`src/rtl/addr_par_pkg.sv`:
```
package addr_par_pkg;
  localparam int unsigned BYTE_W = 8;

  function automatic logic odd_bit(input logic [BYTE_W-1:0] b);
    return ~(^b);
  endfunction
endpackage

```
`src/rtl/addr_par_gen.sv`:
```
module addr_par_gen
  import addr_par_pkg::*;
#(
  parameter int unsigned ADDR_W = 32,
  localparam int unsigned LANES = ADDR_W / BYTE_W
) (
  input  logic [ADDR_W-1:0] addr_i,
  output logic [LANES-1:0]  par_o
);
  // lane 0 = most significant byte
  for (genvar k = 0; k < LANES; k++) begin : g_lane
    assign par_o[k] = odd_bit(addr_i[ADDR_W-1-k*BYTE_W -: BYTE_W]);
  end
endmodule

```
`src/rtl/addr_par_cmp.sv`:
```
module addr_par_cmp #(
  parameter int unsigned LANES = 4
) (
  input  logic [LANES-1:0] calc_i,
  input  logic [LANES-1:0] rx_i,
  input  logic             master_i,
  input  logic             start_i,
  input  logic             global_i,
  output logic             qual_o,
  output logic [LANES-1:0] miss_o
);
  assign qual_o = ~master_i & start_i & global_i;
  assign miss_o = calc_i ^ rx_i;
endmodule

```
`src/rtl/addr_par_resp.sv`:
```
module addr_par_resp #(
  parameter int unsigned LANES = 4
) (
  input  logic             clk_i,
  input  logic             rst_ni,
  input  logic             qual_i,
  input  logic [LANES-1:0] miss_i,
  input  logic             chk_en_i,
  input  logic             mce_en_i,
  output logic             err_o,
  output logic [LANES-1:0] syn_o,
  output logic             mchk_o,
  output logic             chkstop_o
);
  logic bad;
  assign bad = qual_i & (|miss_i) & chk_en_i;

  always_ff @(posedge clk_i or negedge rst_ni) begin
    if (!rst_ni) begin
      err_o     <= 1'b0;
      syn_o     <= '0;
      mchk_o    <= 1'b0;
      chkstop_o <= 1'b0;
    end else begin
      if (qual_i) begin
        syn_o <= miss_i;
        err_o <= |miss_i;
      end
      mchk_o <= bad & mce_en_i;
      if (bad && !mce_en_i) chkstop_o <= 1'b1;
    end
  end
endmodule

```
`src/rtl/addr_par_unit.sv`:
```
module addr_par_unit
  import addr_par_pkg::*;
#(
  parameter int unsigned ADDR_W = 32,
  localparam int unsigned LANES = ADDR_W / BYTE_W
) (
  input  logic              clk_i,
  input  logic              rst_ni,
  input  logic [ADDR_W-1:0] addr_i,
  input  logic [LANES-1:0]  par_i,
  input  logic              master_i,
  input  logic              addr_vld_i,
  input  logic              start_i,
  input  logic              global_i,
  input  logic              chk_en_i,
  input  logic              mce_en_i,
  output logic [LANES-1:0]  par_o,
  output logic              par_oe_o,
  output logic              err_o,
  output logic [LANES-1:0]  syn_o,
  output logic              mchk_o,
  output logic              chkstop_o
);
  logic [LANES-1:0] calc;
  logic [LANES-1:0] miss;
  logic             qual;

  addr_par_gen #(.ADDR_W(ADDR_W)) u_gen (
    .addr_i (addr_i),
    .par_o  (calc)
  );

  addr_par_cmp #(.LANES(LANES)) u_cmp (
    .calc_i   (calc),
    .rx_i     (par_i),
    .master_i (master_i),
    .start_i  (start_i),
    .global_i (global_i),
    .qual_o   (qual),
    .miss_o   (miss)
  );

  addr_par_resp #(.LANES(LANES)) u_resp (
    .clk_i     (clk_i),
    .rst_ni    (rst_ni),
    .qual_i    (qual),
    .miss_i    (miss),
    .chk_en_i  (chk_en_i),
    .mce_en_i  (mce_en_i),
    .err_o     (err_o),
    .syn_o     (syn_o),
    .mchk_o    (mchk_o),
    .chkstop_o (chkstop_o)
  );

  assign par_o    = calc;
  assign par_oe_o = master_i & addr_vld_i;
endmodule

```
`config.mk`:
```
export PLATFORM = sky130hd
export DESIGN_NAME = addr_par_unit
export DESIGN_NICKNAME = d
export VERILOG_FILES = /design/src/rtl/addr_par_pkg.sv /design/src/rtl/addr_par_gen.sv /design/src/rtl/addr_par_cmp.sv /design/src/rtl/addr_par_resp.sv /design/src/rtl/addr_par_unit.sv
export SDC_FILE = /design/constraint.sdc
export NUM_CORES = 1
export LEC_CHECK = 0
export CORE_MARGIN = 5
export CORE_UTILIZATION = 30
export DETAILED_ROUTE_END_ITERATION = 8
export HOLD_SLACK_MARGIN = 0.06
export PLACE_DENSITY = 0.78
export SETUP_SLACK_MARGIN = 0.2
export SYNTH_ARGS = -nofsm -noshare
export SYNTH_HDL_FRONTEND = slang
export SYNTH_SLANG_ARGS = --single-unit
```
`constraint.sdc`:
```
create_clock -name clk_i -period 1.01 [get_ports clk_i]
set_clock_uncertainty 0.15 [all_clocks]
set_input_delay 0.101 -clock clk_i [delete_from_list [all_inputs] [get_ports clk_i]]
set_output_delay 0.101 -clock clk_i [all_outputs]
set_load 0.02 [all_outputs]
```
==> impl_metrics.env, run 1 <==
export IMPL_outcome="complete, but fails checks"
export IMPL_violations="negative hold slack, negative setup slack"
export IMPL_nets=169
export IMPL_die_y_um=55.6
export IMPL_synth_area_per_cell_um2=11.8
export IMPL_netlist_instances=53
export IMPL_grt_start_max_net_pins=8
export IMPL_ys_ff_latch=7
export IMPL_cts_sinks=7
export IMPL_rsz0062_at_grt="yes"
export IMPL_ir_worst_vdd_mv=1.08
export IMPL_die_area_um2=3090
export IMPL_critPathRequiredTime_ns=1.01
export IMPL_via_per_inst=4.82
export IMPL_worstPathMaxFanout=3
export IMPL_core_rowCount=16
export IMPL_power_static_leakage_nw=0.831
export IMPL_max_cap_viol_count=0
export IMPL_period_share_pct=150
export IMPL_ys_warn_count=0
export IMPL_max_slew_margin_pct=74.2
export IMPL_hold_viol_final=7
export IMPL_worst_pin_slew_ns=0.385
export IMPL_io_buffers=55
export IMPL_ys_types=12
export IMPL_root_buffer="clkbuf_4"
export IMPL_die_x_um=55.6
export IMPL_crit_type="in2reg"
export IMPL_drt_iter0_drc=13
export IMPL_fill_cells=71
export IMPL_cp_start_kind="primary input"
export IMPL_period_needed_ns=1.51
export IMPL_rrSetupSlack_ns=-0.04
export IMPL_reg2regPathDepth=2
export IMPL_path_delay_family="XOR/XNOR gates"
export IMPL_cts_tree="done"
export IMPL_final_common_cell="buf_6"
export IMPL_place_congestion=0.811
export IMPL_vias=728
export IMPL_worst_slack_ns=-0.503
export IMPL_multiInputGateArea_um2=821
export IMPL_ios=56
export IMPL_syn_to_final_growth_pct=179
export IMPL_grt_pass1_vias=771
export IMPL_power_per_cell_area_nw_per_um2=1520
export IMPL_grt_pass1_wl_mm=3.77
export IMPL_antenna_found_initial=0
export IMPL_drive_gt1_share_pct=79.8
export IMPL_cp_slowest_stage_delay_ns=0.43
export IMPL_slew_violations=0
export IMPL_synth_area_um2=624
export IMPL_wl_mm=3.18
export IMPL_min_path_type="in2async"
export IMPL_clkLatencyLatePin_ns=0.28
export IMPL_drcViolationCount=0
export IMPL_synth_fp_nets=97
export IMPL_avgRoutedWirePerCell_um=21.0
export IMPL_initial_core_util_pct=31.5
export IMPL_layout_common_cells="buf_6 (28), buf_4 (16), xnor2_2 (15)"
export IMPL_r2r_end="u_resp.syn_o[3]$_DFFE_PN0N_"
export IMPL_seq_area_frac_synth_pct=28.1
export IMPL_cts_buffers=3
export IMPL_setup_viol_count_final=18
export IMPL_antenna_left=0
export IMPL_coreArea_um2=1980
export IMPL_reg2reg_from="u_resp.syn_o[3]$_DFFE_PN0N_"
export IMPL_diodes=0
export IMPL_grt_overflow=0
export IMPL_clk_path_buf_depth=2
export IMPL_drtPass1Iterations=4
export IMPL_track_usage_pct=16.1
export IMPL_path_cells="buf_8, xnor2_4, xnor2_2, xnor3_2, nor4_4, o21ai_1"
export IMPL_crit_path_top_delay_cell="xnor3_2"
export IMPL_crit_buf_inv=1
export IMPL_tns_ns=-4.12
export IMPL_worstPathArrival_ns=1.51
export IMPL_timing_hold_ws_ns=-0.0548
export IMPL_seq_area_um2=175
export IMPL_path_clk_slew_ns=0.07
export IMPL_end_kind="flop"
export IMPL_htreeDepth=1
export IMPL_hpwlAfterDp_mm=1.75
export IMPL_fmax_mhz=661
routing by layer:
layer | routed length (um) | vias to the layer above | share of wire (%) | GRT usage (%)
met3 | 272 | 14 | 8.6 | 6.26
li1 | - | 315 | - | -
met1 | 927 | 349 | 29 | 15.1
met4 | 119 | 0 | 3.7 | 6.25
met5 | 0 | - | 0 | 0
met2 | 1860 | 50 | 58 | 30.6
how the worst max path moves through the flow:
stage	endpoint	cells past startpoint	from	slack [ns]
after floorplan	u_resp.chkstop_o$_DFFE_PN0P_	5	addr_i[29]	-0.49
after global placement	u_resp.chkstop_o$_DFFE_PN0P_	6	addr_i[21]	-1.07
after detailed placement	u_resp.err_o$_DFFE_PN0N_	6	addr_i[29]	-1.13
after CTS	u_resp.chkstop_o$_DFFE_PN0P_	6	addr_i[12]	-0.44
after global routing	u_resp.err_o$_DFFE_PN0N_	6	addr_i[19]	-0.53
final	u_resp.err_o$_DFFE_PN0N_	6	addr_i[19]	-0.50
stage by stage:
stage               total power [mW]  setup WS, ns  area [um2]  std cells  util [%]
global route                    2.75        -0.533        1740        151      87.9
finish                          2.65        -0.503        1740        151      87.9
CTS                             2.34        -0.440        1530        148      77.1
global placement                1.89         -1.07        1450        139      73.1
detailed placement              1.91         -1.13        1450        139      73.1
floorplan                       1.25        -0.494         835         53         -
state kept, by name, summed over array words and instances, names as in the netlist:
signal,flops
u_resp.chkstop_o,1
u_resp.err_o,1
u_resp.syn_o,4
u_resp.mchk_o,1
synth_stat cells:
cell	number	area share, %
xnor3_1	4	14
o21ai_1	1	0.80
mux2_2	4	7.2
dfrtp_1	7	28
inv_1	2	1.2
o41ai_1	1	1.4
nand3b_1	1	1.2
nand2_1	2	1.2
nor3_1	1	0.80
and2_1	1	1.0
xnor2_1	28	39
nor4_4	1	3.4
kinds of logic after synthesis:
logic type      Yosys count  synth area share, %
compound gates            2                 2.20
mux                       4                 7.21
buf+inv                   2                 1.20
xor+xnor                 32                 53.7
simple gates              6                 7.62
flops                     7                 28.1
report_power, final:
group	total, mW	switching (mW)	internal, mW
clock	0.316	0.162	0.154
sequential	0.466	0.0935	0.373
combinational	1.87	0.763	1.11
total	2.65	1.02	1.63
cell type report:
class,count,share of cell area (%)
multi-input combinational,44,47.1
timing repair buffer,67,39.0
sequential,7,10.1
tap,27,1.94
clock buffer,4,1.51
inverter,2,0.431
repair_timing:
action                     CTS  global route
setup endpoints to repair   19            19
hold endpoints to repair     7             7
resized for setup          227            48
pin swaps                   30            20
buffers inserted             5             3
gates cloned                 0             0
Power figures use the tool's default switching activity.
==> run 2, diff against run 1 <==
--- a/config.mk
+++ b/config.mk
@@ -5,6 +5,7 @@
 export SDC_FILE = /design/constraint.sdc
 export NUM_CORES = 1
 export LEC_CHECK = 0
+export ABC_CLOCK_PERIOD_IN_PS = 1010
 export CORE_MARGIN = 5
 export CORE_UTILIZATION = 30
 export DETAILED_ROUTE_END_ITERATION = 8
==> results of run 2 <==
Final layout, timing and power as in run 1 (identical DEF).
